File: src/rtl/cursor_overlay.sv
module cursor_overlay #(
  parameter int CW = 16,
  parameter int XW = 10,
  parameter int YW = 10,
  localparam int IW = $clog2(CW),
  localparam int LW = $clog2(CW + 1)
) (
  input  logic          clk,
  input  logic          rst_n,
  input  logic          field_start,
  input  logic [XW-1:0] cur_x,
  input  logic [YW-1:0] cur_y,
  input  logic          line_strobe,
  input  logic [YW-1:0] line_num,
  input  logic [CW-1:0] row_data,
  input  logic          band_active,
  input  logic          band_inv,
  input  logic          bit_en,
  input  logic          data_in,
  output logic          row_req,
  output logic [IW-1:0] row_idx,
  output logic          video_out
);
  localparam logic [YW:0]   CH   = (YW + 1)'(CW);
  localparam logic [LW-1:0] LAST = LW'(CW - 1);

  logic [XW-1:0] x_fld, x_line, xcnt;
  logic [YW-1:0] y_fld;
  logic          done, pol, vout;
  logic [CW-1:0] sreg;
  logic [LW-1:0] left;
  logic [YW:0]   diff;
  logic          ahead, past, hit, cbit;

  assign diff    = {1'b0, line_num} - {1'b0, y_fld};
  assign ahead   = diff[YW];
  assign past    = !ahead && (diff >= CH);
  assign row_req = !done && !ahead && !past;
  assign row_idx = diff[IW-1:0];

  assign hit  = (xcnt == x_line) && (x_line != '1) && (left == '0);
  assign cbit = (hit || left != '0) && sreg[CW-1];
  assign video_out = vout;

  always_ff @(posedge clk) begin
    if (!rst_n) begin
      x_fld  <= '1;
      y_fld  <= '0;
      x_line <= '1;
      xcnt   <= '0;
      done   <= 1'b0;
      pol    <= 1'b0;
      sreg   <= '0;
      left   <= '0;
      vout   <= 1'b0;
    end else begin
      if (field_start) begin
        x_fld <= cur_x;
        y_fld <= cur_y;
        done  <= 1'b0;
      end
      if (line_strobe) begin
        x_line <= x_fld;
        xcnt   <= '0;
        left   <= '0;
        sreg   <= row_req ? row_data : '0;
        if (past) done <= 1'b1;
        if (band_active) pol <= band_inv;
      end else if (bit_en) begin
        if (xcnt != '1) xcnt <= xcnt + 1'b1;
        if (hit || left != '0) begin
          sreg <= sreg << 1;
          left <= hit ? LAST : left - 1'b1;
        end
      end
      if (bit_en) vout <= (data_in | cbit) ^ pol;
    end
  end
endmodule


File: config.mk
export PLATFORM = sky130hd
export DESIGN_NAME = cursor_overlay
export DESIGN_NICKNAME = d
export VERILOG_FILES = /design/src/rtl/cursor_overlay.sv
export SDC_FILE = /design/constraint.sdc
export NUM_CORES = 1
export LEC_CHECK = 0
export BUFFER_PORTS_ARGS = -buffer_cell sky130_fd_sc_hd__buf_2
export CAP_MARGIN = 20
export CELL_PAD_IN_SITES_DETAIL_PLACEMENT = 2
export CELL_PAD_IN_SITES_GLOBAL_PLACEMENT = 2
export CORE_MARGIN = 5
export CORE_UTILIZATION = 37
export DETAILED_ROUTE_END_ITERATION = 8
export PLACE_DENSITY = 0.88
export SYNTH_ARGS = -nofsm -noshare
export SYNTH_HDL_FRONTEND = slang
export SYNTH_SLANG_ARGS = --single-unit
File: constraint.sdc
create_clock -name clk -period 4.2 [get_ports clk]
set_input_delay 0 -clock clk [delete_from_list [all_inputs] [get_ports clk]]
set_output_delay 0 -clock clk [all_outputs]
set_load 0.02 [all_outputs]
Word level (Yosys, flattened, before mapping)
Cells that the tools add are included.
W data, S select, Z words.
{"block": "totals", "reg_bits": 64, "in_bits": 54, "out_inout_bits": 6, "wordCells": 46}
{"block": "op_classes", "addsub": 3, "n_lt_le_gt_ge": 1, "n_eq_ne": 3, "n_mux": 8, "bitwise": 3, "n_reduce_logical": 19}
{"op": "$mux W16", "n": 4}
{"op": "$ne A10 B10 Y1 const B", "n": 2}
{"op": "$ge A11 B5 Y1 const B", "n": 1}
{"op": "$sub A10 B10 Y11", "n": 1}
{"op": "$add A10 B1 Y10 const B", "n": 1}
{"op": "$eq A10 B10 Y1", "n": 1}
{"op": "$reduce_and A2 Y1", "n": 4}
{"op": "$logic_and A1 B1 Y1", "n": 6}
{"op": "$logic_not A5 Y1", "n": 1}
{"op": "$mux W5", "n": 1}
{"op": "$reduce_bool A5 Y1", "n": 1}
{"op": "$sub A5 B1 Y5 const B", "n": 1}
{"op": "$reduce_bool A2 Y1", "n": 2}
{"op": "$logic_not A1 Y1", "n": 3}
{"op": "$mux W1", "n": 3}
{"op": "$reduce_or A2 Y1", "n": 1}
{"op": "$logic_or A1 B1 Y1", "n": 1}
{"op": "$not A1 Y1", "n": 1}
{"op": "$or A1 B1 Y1", "n": 1}
{"op": "$xor A1 B1 Y1", "n": 1}

Depth between registers and ports, before layout
{"block": "logic_depth", "depth_word": 7, "ltp_mapped": 10, "depth_no_buf": 9}

Least setup slack after synthesis
OpenSTA, ideal clock, no wires.
{"block": "synth_path", "path_type": "register -> output", "from": "reg y_fld[0]", "to": "out row_req", "arrival_ns": 2.594, "required_ns": 4.200, "slack_ns": 1.606, "stages_incl_launch_ff": 10, "n_path_buf": 1, "path_cell_list": "dfxtp_1 -> ha_1 -> fa_1 -> nand2b_1 -> a2111oi_1 -> a21oi_1 -> nor4b_4 -> nand4_4 -> buf_6 -> nor3_1"}
{"block": "synth_between", "elab_chain_len": 5, "elab_cells_between_ends": 7, "cone_classes": "add/sub (1); order compare (1); reduce/logical (5)"}
{"element": "start, declared", "line": "28", "source": "logic [YW-1:0] y_fld;"}
{"element": "start signal, assigned", "line": "59", "source": "y_fld <= cur_y;"}
{"element": "$sub A10 B10 Y11 (*)", "line": "35", "source": "assign diff = {1'b0, line_num} - {1'b0, y_fld};"}
{"element": "$ge A11 B5 Y1 / $logic_not A1 Y1 (equally long branches)", "line": "37, 38"}
{"element": "$logic_and A1 B1 Y1", "line": "37", "source": "assign past = !ahead && (diff >= CH);"}
{"element": "$logic_not A1 Y1", "line": "38", "source": "assign row_req = !done && !ahead && !past;"}
{"element": "$logic_and A1 B1 Y1 (*)", "line": "38"}
{"element": "end, declared", "line": "20", "source": "output logic row_req,"}
Mark *: on every way between the ends. The rest lies on a longest branch, timed or not.

Worst setup path after layout
{"block": "layout_path", "from": "reg y_fld[1]", "to": "out row_req"}
Same word-level chain as after synthesis.

==> results.cfg <==
[setup_path]
r2r_slack_ns = 0.98
regToRegEndpoint = sreg[2]
r2r-start = y_fld[0]
cp.arrival_ns = 3.39
cp_data_required_time_ns = 4.20
startpoint_type = register
path_class = register to output pin
crit_path_max_incr_delay_ns = 0.50
cp_slowest_cell = a2111oi_4
cp_cell_sequence = inv_1 > ha_1 > nor2b_1 > o31ai_1 > a211oi_1 > a2111oi_4 > nand4_4 > nor3_1 > buf_2
cp_max_fo = 18
end_kind = output pin
ff2ff_path_depth = 8

[routing]
drt-initial-drc-count = 163
drt_pass1_iterations = 4
wl_microns = 14900
ant_nets = 0
vias_per_cell = 5.59
avgRoutedWirePerCell_microns = 23.9
vias = 3497
drc = 0

[global_route]
grt_pass1_wl_microns = 23800
antenna_found_initial = 0
grtUsageTotal_pct = 27.0
gr-total-overflow = 0
grt_max_degree = 55
grt_pass1_vias = 4146

[timing]
setup_violations = 0
hold_ws_ns = 0.0177
relSlewSlack_pct = 34.7
tns_ns = 0
hold_violations = 0
period_share_pct = 80.6
max_freq_mhz = 295
fin_worst_skew_ns = 0.0157
rsz0062_at_grt = false
maxSlewViolCount = 0
layout_min_cycle_time_ns = 3.39
tightest_slew_ns = 0.980

[clocking]
insertion_delay_ns = 0.37
clk_pin_slew_ns = 0.10
clockBufferDepth = 2
h-tree-depth = 3
cts_tree = yes
cts_num_sinks = 64
numCtsBuffers = 9
ctsResizeCount = 0
root_buffer = clkbuf_8

[synth]
synth_top_family_by_area = simple AND/OR/NAND/NOR gates
synthAdderAreaFrac_pct = 4.76
synth_most_common_cell = dfxtp_1
muxShareOfSynthArea_pct = 13.4
ys_seq_area_share_pct = 35.8
synth_top_cell_by_area = dfxtp_1
synth.avg_cell_area_sq_um = 8.92
ys.flop_type = dfxtp_1
netlist_top_cells_count = dfxtp_1, nand2_1, inv_1, mux2i_1, nor2_1
synthSimpleGateAreaFrac_pct = 19.4
synth-edff-count = 0
synth-xor-area-share_pct = 5.14
synth_top_area_share_pct = 35.8
synthArstFlopShare_pct = 0
ys_types = 55
ys_ff_latch = 64
netlist_area_sq_um = 3580
yosys_warnings = 0
syn_nets = 468
synth_compound_area_share_pct = 15.1
syn_inst = 401
synth.area.top_cells = dfxtp_1, mux2i_1, nand2_1

[worst_hold_path]
holdCritStartpoint = bit_en
min_to = left[4]
hold_class = input port to register
whs_path_depth = 2

[floorplanning]
fp.dieH_microns = 108
initial_utilization_pct = 38.3
core-area_sq_um = 9330
top_level_ports = 60
num_rows = 35
chipWidth_microns = 108
die_area_sq_um = 11700

[cells_and_area]
n_antenna_cell = 0
syn2layout_area_growth_pct = 27.0
fin_nets = 559
drive_gt1_share_pct = 18.1

[power_and_ir_drop]
ir_drop_mv = 0.180
p_per_area_nw_per_um2 = 327
p_leak_nw = 1.88

[placed_design]
port_buffers = 59
gp_congestion = 0.813
hpwlAfterDp_microns = 8090

[run]
drv_cap = 0

[run_status]
status = finished clean
-- state kept, by name, summed over array words and instances, names as in the netlist, 5 cells and up --
signal,cells
y_fld,10
xcnt,10
sreg,16
x_line,10
left,5
x_fld,10
-- per-layer routing --
layer / up-vias / global-route usage [%] / share of wire [%]
met5: - / 0 / 0
li1: 1577 / - / -
met3: 69 / 6.09 / 4.0
met4: 0 / 16.5 / 6.2
met2: 131 / 48.7 / 52
met1: 1720 / 28.5 / 38
-- stage by stage --
step,utilization [%],std cells,area [sq um],setup slack [ns],total power (W)
global route,48.7,626,4540,0.598,0.00154
detailed placement,42.4,570,3960,1.25,0.000908
CTS,48.7,626,4540,0.996,0.00146
global placement,42.4,570,3960,1.54,0.000889
finish,48.7,626,4540,0.813,0.00148
floorplan,-,401,3580,1.61,0.000823
-- worst max path at each step --
| stage | start | cells past startpoint | slack, ns | endpoint |
|---|---|---|---|---|
| 6_report | y_fld[1] | 9 | 0.81 | row_req |
| 5_1_grt | y_fld[1] | 9 | 0.60 | row_req |
| 4_1_cts | y_fld[0] | 9 | 1.0 | row_req |
| 3_5_place_dp | y_fld[0] | 8 | 1.25 | sreg[1] |
| 3_3_place_gp | y_fld[0] | 8 | 1.54 | sreg[4] |
| 2_1_floorplan | y_fld[0] | 9 | 1.61 | row_req |
-- area by class of cell --
cell class,instances,area (sq um)
fill,1019,4790
multi-input combinational,280,2070
sequential,64,1280
timing repair buffer,101,711
tap,129,161
inverter,36,135
clock buffer,9,124
clock inverter,7,61.3
-- critical path, delay by kind of cell (launching register included) --
family,cells,cell delay (ns)
compound gates,3,1.22
simple gates,3,0.84
flops,1,0.40
fa+ha+maj,1,0.28
buf+inv,2,0.27
-- kinds of logic (layout without fill, tap and decap cells) --
group | Yosys count | after routing
XOR/XNOR | 21 | 21
AND/OR/NAND/NOR | 138 | 138
multiplexers | 46 | 46
buffers and inverters | 57 | 153
adder cells (fa/ha/maj) | 13 | 13
flip-flops | 64 | 64
AO/OA/AOI/OAI | 62 | 62
-- placed cells by master (no fill, tap or decap), types with 4 or more instances in the layout --
cell | synthesis | layout
o21ai_0 | 4 | 4
o41ai_1 | 8 | 8
nand3_1 | 8 | 8
clkbuf_8 | 0 | 9
nand4_1 | 9 | 9
dlygate4sd3_1 | 0 | 40
ha_1 | 12 | 12
o41ai_2 | 7 | 7
a21oi_1 | 13 | 13
nor2_1 | 20 | 20
buf_2 | 2 | 59
nand2_1 | 62 | 62
inv_1 | 36 | 36
nor3_1 | 5 | 5
o21a_1 | 6 | 6
mux2i_1 | 31 | 31
xor2_1 | 4 | 4
mux2_1 | 15 | 15
nor2b_1 | 15 | 15
xnor2_1 | 17 | 17
dfxtp_1 | 64 | 64
-- timing repair --
| item | CTS | global route |
|---|---|---|
| hold buffers | 40 | 0 |
| endpoints found under the hold margin | 38 | 0 |
| buffers inserted | 0 | 0 |
-- where the power goes --
group / leakage (nW) / switching [W] / internal (W)
clock: 0.0888 / 0.000310 / 0.000225
combinational: 1.27 / 0.000177 / 0.000124
sequential: 0.522 / 0.0000221 / 0.000625
total: 1.88 / 0.000509 / 0.000975
No activity file was read; power rests on OpenSTA's default activity.
